## config.mk

```make
export PLATFORM = sky130hd
export DESIGN_NAME = xbar_stage
export DESIGN_NICKNAME = d
export VERILOG_FILES = /design/src/rtl/xbar_pkg.sv /design/src/rtl/xbar_rr_arb.sv /design/src/rtl/xbar_in_ctrl.sv /design/src/rtl/xbar_stage.sv
export SDC_FILE = /design/constraint.sdc
export NUM_CORES = 1
export LEC_CHECK = 0
export ABC_AREA = 1
export ABC_CLOCK_PERIOD_IN_PS = 2820
export BUFFER_PORTS_ARGS = -buffer_cell sky130_fd_sc_hd__buf_2
export CORE_MARGIN = 3
export CORE_UTILIZATION = 43
export CTS_BUF_LIST = sky130_fd_sc_hd__clkbuf_4 sky130_fd_sc_hd__clkbuf_8 sky130_fd_sc_hd__clkbuf_16
export DETAILED_ROUTE_END_ITERATION = 10
export PLACE_DENSITY = 0.69
export SYNTH_ARGS = -nofsm -noshare
export SYNTH_HDL_FRONTEND = slang
export SYNTH_SLANG_ARGS = --single-unit
export TNS_END_PERCENT = 1
```

## constraint.sdc

```tcl
create_clock -name clk -period 2.82 [get_ports clk]
set_input_delay 0.282 -clock clk [delete_from_list [all_inputs] [get_ports clk]]
set_output_delay 0.282 -clock clk [all_outputs]
set_load 0.03 [all_outputs]
```

## src/rtl/xbar_pkg.sv

```systemverilog
package xbar_pkg;
  typedef enum logic [1:0] {
    LINK_IDLE    = 2'b00,
    LINK_OPEN    = 2'b01,
    LINK_BLOCKED = 2'b10
  } link_status_e;

  typedef enum logic [1:0] {
    PS_FREE    = 2'b00,
    PS_HOLD    = 2'b01,
    PS_REFUSED = 2'b10
  } port_state_e;
endpackage

```

## src/rtl/xbar_rr_arb.sv

```systemverilog
module xbar_rr_arb #(
  parameter int N_REQ = 4,
  localparam int PW = (N_REQ > 1) ? $clog2(N_REQ) : 1
) (
  input  logic             clk,
  input  logic             rst_n,
  input  logic [N_REQ-1:0] req,
  output logic [N_REQ-1:0] grant
);
  logic [PW-1:0] prio_q;
  logic [PW-1:0] win;
  logic          found;

  always_comb begin
    grant = '0;
    found = 1'b0;
    win   = '0;
    for (int k = 0; k < N_REQ; k++) begin
      int idx;
      idx = int'(prio_q) + k;
      if (idx >= N_REQ) idx = idx - N_REQ;
      if (!found && req[idx]) begin
        grant[idx] = 1'b1;
        found      = 1'b1;
        win        = PW'(idx);
      end
    end
  end

  always_ff @(posedge clk) begin
    if (!rst_n) begin
      prio_q <= '0;
    end else if (found) begin
      prio_q <= (int'(win) == N_REQ - 1) ? '0 : win + PW'(1);
    end
  end
endmodule

```

## src/rtl/xbar_in_ctrl.sv

```systemverilog
module xbar_in_ctrl
  import xbar_pkg::*;
#(
  parameter int N_PORTS = 4,
  localparam int PW = (N_PORTS > 1) ? $clog2(N_PORTS) : 1
) (
  input  logic          clk,
  input  logic          rst_n,
  input  logic          valid,
  input  logic [PW-1:0] req_port,
  input  logic          granted,
  output logic          conn_vld,
  output logic [PW-1:0] conn_port,
  output logic          hdr_req,
  output logic [1:0]    status
);
  port_state_e  state_q;
  logic [PW-1:0] port_q;
  link_status_e status_q;

  always_ff @(posedge clk) begin
    if (!rst_n) begin
      state_q  <= PS_FREE;
      port_q   <= '0;
      status_q <= LINK_IDLE;
    end else if (!valid) begin
      state_q  <= PS_FREE;
      status_q <= LINK_IDLE;
    end else begin
      unique case (state_q)
        PS_FREE: begin
          if (granted) begin
            state_q  <= PS_HOLD;
            port_q   <= req_port;
            status_q <= LINK_OPEN;
          end else begin
            state_q  <= PS_REFUSED;
            status_q <= LINK_BLOCKED;
          end
        end
        PS_HOLD:    status_q <= LINK_OPEN;
        PS_REFUSED: status_q <= LINK_BLOCKED;
        default: begin
          state_q  <= PS_FREE;
          status_q <= LINK_IDLE;
        end
      endcase
    end
  end

  assign conn_vld  = (state_q == PS_HOLD);
  assign conn_port = port_q;
  assign hdr_req   = valid && (state_q == PS_FREE);
  assign status    = status_q;
endmodule

```

## src/rtl/xbar_stage.sv

```systemverilog
module xbar_stage
  import xbar_pkg::*;
#(
  parameter int N_PORTS = 4,
  parameter int FWD_W   = 16,
  parameter int BWD_W   = 16,
  localparam int PW     = (N_PORTS > 1) ? $clog2(N_PORTS) : 1
) (
  input  logic                     clk,
  input  logic                     rst_n,
  input  logic [N_PORTS-1:0]       in_valid,
  input  logic [N_PORTS*FWD_W-1:0] in_data,
  output logic [N_PORTS*BWD_W-1:0] in_bwd_data,
  output logic [N_PORTS*2-1:0]     in_status,
  output logic [N_PORTS-1:0]       out_valid,
  output logic [N_PORTS*FWD_W-1:0] out_data,
  input  logic [N_PORTS*BWD_W-1:0] out_bwd_data
);
  logic [N_PORTS-1:0]         conn_vld;
  logic [PW-1:0]              conn_port [N_PORTS];
  logic [N_PORTS-1:0]         hdr_req;
  logic [N_PORTS-1:0]         granted;
  logic [N_PORTS-1:0]         grant_m   [N_PORTS];
  logic [N_PORTS-1:0]         req_m     [N_PORTS];
  logic [N_PORTS*N_PORTS-1:0] own_flat;
  logic [N_PORTS-1:0]         busy;

  // per-input connection tracking
  for (genvar gi = 0; gi < N_PORTS; gi++) begin : g_in
    xbar_in_ctrl #(.N_PORTS(N_PORTS)) u_ctrl (
      .clk      (clk),
      .rst_n    (rst_n),
      .valid    (in_valid[gi]),
      .req_port (in_data[gi*FWD_W +: PW]),
      .granted  (granted[gi]),
      .conn_vld (conn_vld[gi]),
      .conn_port(conn_port[gi]),
      .hdr_req  (hdr_req[gi]),
      .status   (in_status[gi*2 +: 2])
    );
  end

  // ownership matrix: own_flat[j*N + i] means input i holds output j
  always_comb begin
    for (int j = 0; j < N_PORTS; j++) begin
      for (int i = 0; i < N_PORTS; i++) begin
        own_flat[j*N_PORTS + i] = conn_vld[i] && (int'(conn_port[i]) == j);
      end
      busy[j] = |own_flat[j*N_PORTS +: N_PORTS];
    end
  end

  // per-output request vectors and arbiters
  for (genvar gj = 0; gj < N_PORTS; gj++) begin : g_out
    always_comb begin
      for (int i = 0; i < N_PORTS; i++) begin
        req_m[gj][i] = hdr_req[i] && !busy[gj] &&
                       (int'(in_data[i*FWD_W +: PW]) == gj);
      end
    end

    xbar_rr_arb #(.N_REQ(N_PORTS)) u_arb (
      .clk  (clk),
      .rst_n(rst_n),
      .req  (req_m[gj]),
      .grant(grant_m[gj])
    );

    logic             ov_d;
    logic [FWD_W-1:0] od_d;

    always_comb begin
      ov_d = 1'b0;
      od_d = '0;
      for (int i = 0; i < N_PORTS; i++) begin
        if (grant_m[gj][i]) begin
          ov_d = 1'b1;
          od_d = in_data[i*FWD_W +: FWD_W] >> PW;
        end else if (own_flat[gj*N_PORTS + i] && in_valid[i]) begin
          ov_d = 1'b1;
          od_d = in_data[i*FWD_W +: FWD_W];
        end
      end
    end

    always_ff @(posedge clk) begin
      if (!rst_n) begin
        out_valid[gj]                 <= 1'b0;
        out_data[gj*FWD_W +: FWD_W]   <= '0;
      end else begin
        out_valid[gj]                 <= ov_d;
        out_data[gj*FWD_W +: FWD_W]   <= od_d;
      end
    end
  end

  // fold per-output grants back to each input
  always_comb begin
    for (int i = 0; i < N_PORTS; i++) begin
      granted[i] = 1'b0;
      for (int j = 0; j < N_PORTS; j++) begin
        granted[i] = granted[i] | grant_m[j][i];
      end
    end
  end

  // reverse path follows the held circuit
  for (genvar gb = 0; gb < N_PORTS; gb++) begin : g_bwd
    logic [BWD_W-1:0] bwd_d;
    always_comb begin
      bwd_d = '0;
      if (conn_vld[gb]) begin
        bwd_d = out_bwd_data[int'(conn_port[gb])*BWD_W +: BWD_W];
      end
    end
    always_ff @(posedge clk) begin
      if (!rst_n) in_bwd_data[gb*BWD_W +: BWD_W] <= '0;
      else        in_bwd_data[gb*BWD_W +: BWD_W] <= bwd_d;
    end
  end
endmodule

```

* Word-level counts from Yosys, hierarchy flattened
Index checks and enable logic that the tools add are counted.
Word-level totals: bits in registers 164, output and inout bits 140, word-level logic and storage cells 549
Cells by class: multiplexer cells 224, bitwise gates (word level) 25, reductions and logical operators 148, equality and inequality tests 36, shifts and indexed selects 4, add/sub/neg operators 32, order comparisons 48
Operators by type and width (number):
- 32-bit by 1-bit >= comparator with 1-bit output, second input constant | 16
- 32-bit by 4-bit less-than comparator with 1-bit output, second input constant | 16
- 32-bit 2-to-1 mux | 16
- 16-bit 2-to-1 mux | 28
- 32-bit by 4-bit >= comparator with 1-bit output, second input constant | 12
- 32-bit by 4-bit subtractor with 32-bit output, second input constant | 12
- 64-bit by 7-bit indexed part select with 16-bit output | 4
- 1-bit logical AND | 96
- 1-bit 2-to-1 mux | 96
- 4-bit 2-to-1 mux | 16
- 14-bit 2-to-1 mux | 4
- 2-bit 2-to-1 mux | 24
- 4-bit OR | 12
- 2-bit equality test, second input constant | 20
- 1-bit binary-select mux with 2-bit select | 16
- 1-bit demux with 2-bit select | 16
- 2-bit by 1-bit equality test with 1-bit output, second input constant | 16
- 2-bit by 2-bit adder with 3-bit output, second input constant | 8
- 2-bit logical NOT | 12
- 2-bit one-hot mux with 3 select lines | 4
- 1-bit logical NOT | 16
- 2-bit one-hot mux with 2 select lines | 4
- 2-bit AND reduction | 8
- 2-bit OR reduction | 8
- 8 further kinds | 37

* Longest topological paths before layout
word-level depth 26, gate-level depth with buffers 23, gate-level depth less buffers 21

* Cells and area by module
From an unflattened synthesis, not the netlist that was laid out.
Unflattened totals: cell total of the unflattened synthesis 2247, area, all modules 13546.7 sq um
By module, submodules not included:
- xbar_stage | cells an instance 1696, sequential area each 2642.5 sq um, times used 1, area each 10018.4 sq um
- xbar_rr_arb (g_out[0].u_arb ...) | cells an instance 98, sequential area each 40.0 sq um, times used 3, area each 604.3 sq um
- xbar_in_ctrl | cells an instance 40, sequential area each 120.1 sq um, times used 4, area each 277.8 sq um
- xbar_rr_arb (g_out[3].u_arb) | cells an instance 97, sequential area each 40.0 sq um, times used 1, area each 604.3 sq um

* Worst setup path before layout
OpenSTA, ideal clock, no wires.
path type register to register, start register g_out[2].u_arb.prio_q[0], end register out_data[44], buffers on the path 1, slack 389 ps, clock period less this slack 2431 ps, cell stages (with the launch flop) 19, arrival time 2365 ps, required time 2754 ps, cells stage by stage dfxtp_1 inv_1 ha_1 inv_1 nand3_1 nand2_2 nand2_2 nor2_2 nand3_1 nand2_4 buf_8 nand2_1 nand2_1 nand2_1 nand2_1 nand2_1 nand2_1 nand2_1 a21oi_2
Between the ends: longest elaborated chain between the ends 22, elaborated cells between the ends (all ways) 70, classes of those cells add/sub: 7; order compare: 12; mux: 38; bitwise: 3; reduce/logical: 10
RTL lines:
- start, declared | line xbar_rr_arb.sv:10 | logic [PW-1:0] prio_q;
- start signal, assigned | line xbar_rr_arb.sv:34 | prio_q <= (int'(win) == N_REQ - 1) ? '0 : win + PW'(1);
- branches (longest 14 deep; another with 32-bit by 4-bit subtractor with 32-bit output)
- 4-bit 2-to-1 mux (*) | line xbar_rr_arb.sv:22 | if (!found && req[idx]) begin
- 16-bit 2-to-1 mux | line xbar_stage.sv:76 | if (grant_m[gj][i]) begin
- 16-bit 2-to-1 mux | line xbar_stage.sv:79 | end else if (own_flat[gj*N_PORTS + i] && in_valid[i]) begin
- 16-bit 2-to-1 mux | line xbar_stage.sv:76
- 16-bit 2-to-1 mux | line xbar_stage.sv:79
- 16-bit 2-to-1 mux | line xbar_stage.sv:76
- 16-bit 2-to-1 mux | line xbar_stage.sv:79
- 14-bit 2-to-1 mux (*) | line xbar_stage.sv:76
- end signal, assigned by index | line xbar_stage.sv:89 | out_data[gj*FWD_W +: FWD_W] <= '0;
- end signal, assigned by index | line xbar_stage.sv:92 | out_data[gj*FWD_W +: FWD_W] <= od_d;
- end, declared | line xbar_stage.sv:16 | output logic [N_PORTS*FWD_W-1:0] out_data,
Every way passes the cells marked *. The select of a mux whose other input is x is not followed. A chain may end at the register's enable or synchronous reset.

* Worst setup path in the final report
start register g_in[0].u_ctrl.state_q[1], end register out_data[48]
Between the ends: longest elaborated chain between the ends 26, elaborated cells between the ends (all ways) 51, classes of those cells eq/ne: 1; mux: 27; bitwise: 3; reduce/logical: 20
RTL lines:
- start, declared | line xbar_in_ctrl.sv:17 | port_state_e state_q;
- start signal, assigned | line xbar_in_ctrl.sv:23 | state_q <= PS_FREE;
- start signal, assigned | line xbar_in_ctrl.sv:27 | state_q <= PS_FREE;
- start signal, assigned | line xbar_in_ctrl.sv:33 | state_q <= PS_HOLD;
- 2-bit by 1-bit equality test with 1-bit output | line xbar_in_ctrl.sv:51 | assign conn_vld = (state_q == PS_HOLD);
- 1-bit logical AND | line xbar_stage.sv:47 | own_flat[j*N_PORTS + i] = conn_vld[i] && (int'(conn_port[i]) == j);
- 4-bit OR reduction | line xbar_stage.sv:49 | busy[j] = |own_flat[j*N_PORTS +: N_PORTS];
- 1-bit logical NOT | line xbar_stage.sv:57 | req_m[gj][i] = hdr_req[i] && !busy[gj] &&
- 1-bit logical AND (2 in series) | line xbar_stage.sv:57
- 1-bit binary-select mux with 2-bit select | line xbar_rr_arb.sv:22
- 1-bit 2-to-1 mux (not written as such) (2 in series) | line xbar_rr_arb.sv:22
- 1-bit 2-to-1 mux | line xbar_rr_arb.sv:22
- (+8 left out)
- 4-bit 2-to-1 mux | line xbar_rr_arb.sv:22
- 16-bit 2-to-1 mux | line xbar_stage.sv:76
- 16-bit 2-to-1 mux | line xbar_stage.sv:79
- 16-bit 2-to-1 mux | line xbar_stage.sv:76
- 16-bit 2-to-1 mux | line xbar_stage.sv:79
- 16-bit 2-to-1 mux | line xbar_stage.sv:76
- 16-bit 2-to-1 mux | line xbar_stage.sv:79
- 14-bit 2-to-1 mux (*) | line xbar_stage.sv:76
Mark *: on every way between the ends. The rest lies on a longest branch, timed or not. The select of a mux whose other input is x is not followed.

==> results.ini <==
[critical_path]
r2r_slack_ps=-4
required_ps=3190
worst-setup-path-type=register to register
cp_slowest_cell=dfxtp_2
crit_path_end_kind=register
path_cells=inv_2 -> ha_4 -> buf_6 -> nand3_2 -> nand2_2 -> nor2_4 -> nand3_4 -> nand2_4 -> nand2_1 -> nand2_4 -> nand3_4 -> nor2_2 -> nor2_2 -> nand2_4 -> clkbuf_16 -> a21oi_1 -> nand2_1 -> nand2_2 -> nand2_1 -> nand2_1 -> a21oi_2
r2r_end=out_data[48]
worst_r2r_path_depth=21
critical_path_arrival_ps=3200
cpMostUsedCell=nand2_1
cp_max_fo=8
start_kind=register
critPathLaunch=g_in[0].u_ctrl.state_q[1]
worst_path_dominant_cell_family=simple AND/OR/NAND/NOR gates
slowest_delay_ps=340
worst-path-buf-inv=3
r2r-start=g_in[0].u_ctrl.state_q[1]

[detailed_routing]
vias=16400
drt_wl_total_um=54900
drt_iter0_drc=2261
avgViaCountPerCell=5.80
detail-route-antenna-nets=0
firstDrtPassIters=9
wl_per_cell_um=19.4
drc_errors=0

[yosys]
postSynthAreaPerCell_um2=5.99
async_flop_share=0
yosysWarnings=0
ys_types=44
synth_area_mm2=0.0127
ys.flop_type=dfxtp_1
synth-edff-count=0
syn_inst=2118
ys_seq_area_frac=0.259
syn_nets=2284
synth_seq_cells=164

[cts]
clockBufferDepth=2
insertion_delay_ps=450
ctsHtreeMaxLevel=4
cts_buffers=17
cts.sinks=164
cts_tree=done
clk_pin_slew_ps=80
root_buffer=clkbuf_16
ctsHoldBuffers=0

[timing]
hold_ws_ps=140
rsz0062_at_grt=yes
fin_ws_ps=-4.19
finalSetupViolCount=1
final_hold_viol_count=0
slew-limit-headroom=0.490
worstMarginPinSlew_ps=762
drv_slew=0
fmax_ghz=0.354
finClkSkew_ps=24.7
period_share=1.00
fin_crit_ps=2820

[power]
p_int_mw=9.65
switching_share=0.530
combPwrFrac=0.722
clkPwrFrac=0.123
p_sw_mw=10.9
powerDensity_mw_per_mm2=1240
vdd_ir_drop_max_mv=0.661
p_seq_frac=0.155
power_mw=20.5
power.leakage_nw=8.15

[placement]
io_buffers=273
dp_slack_ps=-150
hpwl_um=38600
place.gp.congestion=0.991
postPlaceCellArea_mm2=0.0150

[cells_and_area]
area_delta_synth_final_pct=30.7
nNetsFinal=2591
drive_gt1_frac=0.279
stdcell_area_mm2=0.0166

[worst_hold_path]
hp-class=input port to register
min-delay-start=in_data[48]
whs_path_depth=3
min_to=g_in[3].u_ctrl.conn_port[0]

[floorplanning]
core_area_mm2=0.0289
rows=62
io_pins=274
fp.dieArea_mm2=0.0316
dieHeight_um=178
die_w_um=178
initial_core_util=0.439

[global_routing]
grt_pass1_wl_um=81500
grt_usage=0.327
grt-ovfl-total=0
grt_max_degree=34
first_global_vias=14500
antenna_found_initial=4

[status]
failed_checks=setup timing
status=complete, but fails checks

[flow_run]
max-cap-violations=0

[worst reg2reg max path: stages, from the launching register on]
cell       delay, ps
dfxtp_2          340
inv_2             60
ha_4             170
buf_6            120
nand3_2           70
nand2_2           60
nor2_4           290
nand3_4          120
nand2_4          110
nand2_1           90
nand2_4          120
nand3_4          130
nor2_2           130
nor2_2            60
nand2_4          160
clkbuf_16        180
a21oi_1           60
nand2_1          110
nand2_2           80
nand2_1           70
nand2_1           60
a21oi_2          170
[through the flow]
stage / util / cells / TNS [ps]
after floorplan: - / 2118 / 0
after global placement: 0.521 / 2771 / -1760
after detailed placement: 0.521 / 2771 / -2500
after CTS: 0.545 / 2803 / -83.8
after global routing: 0.574 / 2823 / -5060
final: 0.574 / 2823 / -4.19
[sequential cells by signal, indices dropped and copies added (netlist names)]
signal                 flops
g_in.u_ctrl.conn_port      8
g_in.u_ctrl.state_q        8
g_in.u_ctrl.status         8
g_out.u_arb.prio_q         8
in_bwd_data               64
out_data                  64
out_valid                  4
[layer usage]
metal / vias up / GRT usage / part of all wire
met5: - / 0 / 0.00060
met4: 4 / 0.0920 / 0.028
met3: 157 / 0.0886 / 0.13
met2: 1212 / 0.498 / 0.43
met1: 7393 / 0.453 / 0.41
li1: 7601 / - / -
[area by class of cell]
type / count / area [µm²]
flip-flops and latches: 164 / 3300
clock buffers: 17 / 425
repair buffers: 422 / 2780
diodes: 2 / 5.00
fillers: 2833 / 12300
multi-input cells: 1641 / 8720
clock inverters: 14 / 190
inverters: 179 / 672
well taps: 384 / 480
[layout by cell type (no fill, tap or decap), drive strengths merged]
cell      Yosys  routed
clkbuf       66      22
xnor2         2       2
a31oi         3       3
nor2        346     346
xor2          6       6
a221oi       64      64
ha           32      32
inv         179     187
o311ai        6       6
a311oi        2       2
nor3b         2       2
clkinv        0       1
nand3        91      91
o22ai        67      67
bufinv        0       3
buf          67     417
nand2       604     606
dfxtp       164     164
nor4          1       1
a211oi        9       9
o21a          1       1
o211ai        7       7
clkinvlp      0       2
nor3         24      24
a21oi       308     308
nand4         3       3
diode         0       2
o21ai        61      61
[cell usage after synthesis, types with 2 or more instances]
cell type / n / area, µm²
nand2_1: 577 / 2170
nor2_1: 330 / 1240
a21oi_1: 303 / 1520
inv_1: 170 / 638
dfxtp_1: 164 / 3280
nand3_1: 76 / 380
o22ai_1: 67 / 419
a221oi_1: 64 / 561
clkbuf_1: 62 / 233
o21ai_0: 45 / 225
buf_2: 38 / 190
ha_1: 32 / 400
nand2_2: 24 / 150
nor3_1: 24 / 120
nand3_2: 15 / 150
buf_1: 10 / 37.5
buf_4: 10 / 75.1
inv_2: 9 / 33.8
nor2_4: 9 / 101
o21ai_1: 9 / 45.0
buf_6: 8 / 90.1
a211oi_1: 7 / 52.6
o211ai_1: 7 / 52.6
nor2_2: 6 / 37.5
o21ai_2: 6 / 52.6
o311ai_0: 6 / 52.6
xor2_1: 6 / 52.6
a21oi_2: 5 / 43.8
clkbuf_2: 4 / 20.0
dlygate4sd1_1: 3 / 26.3
nand2_4: 3 / 33.8
nand4_1: 3 / 18.8
a211oi_2: 2 / 25.0
a311oi_1: 2 / 17.5
nor3b_1: 2 / 15.0
xnor2_1: 2 / 17.5
[repair_timing]
action                     in CTS  in global routing
setup buffers                   0                 14
pin swaps                       2                 35
gates cloned                    1                  7
setup endpoints to repair      50                 92
gates resized for setup        19                160
[kinds of logic (layout without fill, tap and decap cells)]
family,count (synthesis),in the layout,synth area share
compound gates,528,528,0.247
xor+xnor,8,8,0.00553
fa+ha+maj,32,32,0.0316
buf+inv,315,632,0.107
flops,164,164,0.259
other cells,0,2,0
simple gates,1071,1073,0.350
[power groups by stage]
stage | clock network, mW | registers (mW) | logic [mW]
after global placement | 0 | 3.18 | 12.7
final | 2.53 | 3.19 | 14.8
after detailed placement | 0 | 3.19 | 12.8
after global routing | 2.63 | 3.23 | 16.0
after CTS | 2.54 | 3.13 | 13.1
after floorplan | 0 | 3.80 | 7.91
[how the worst max path moves through the flow]
stage,to,slack (ps),depth (start not counted)
CTS,out_data[43],-40,20
global route,out_data[7],-150,22
finish,out_data[48],-4,21
floorplan,out_data[44],390,18
detailed placement,out_data[48],-150,21
global placement,out_data[49],-140,21
Note: power is estimated with default switching activity, not from simulation.
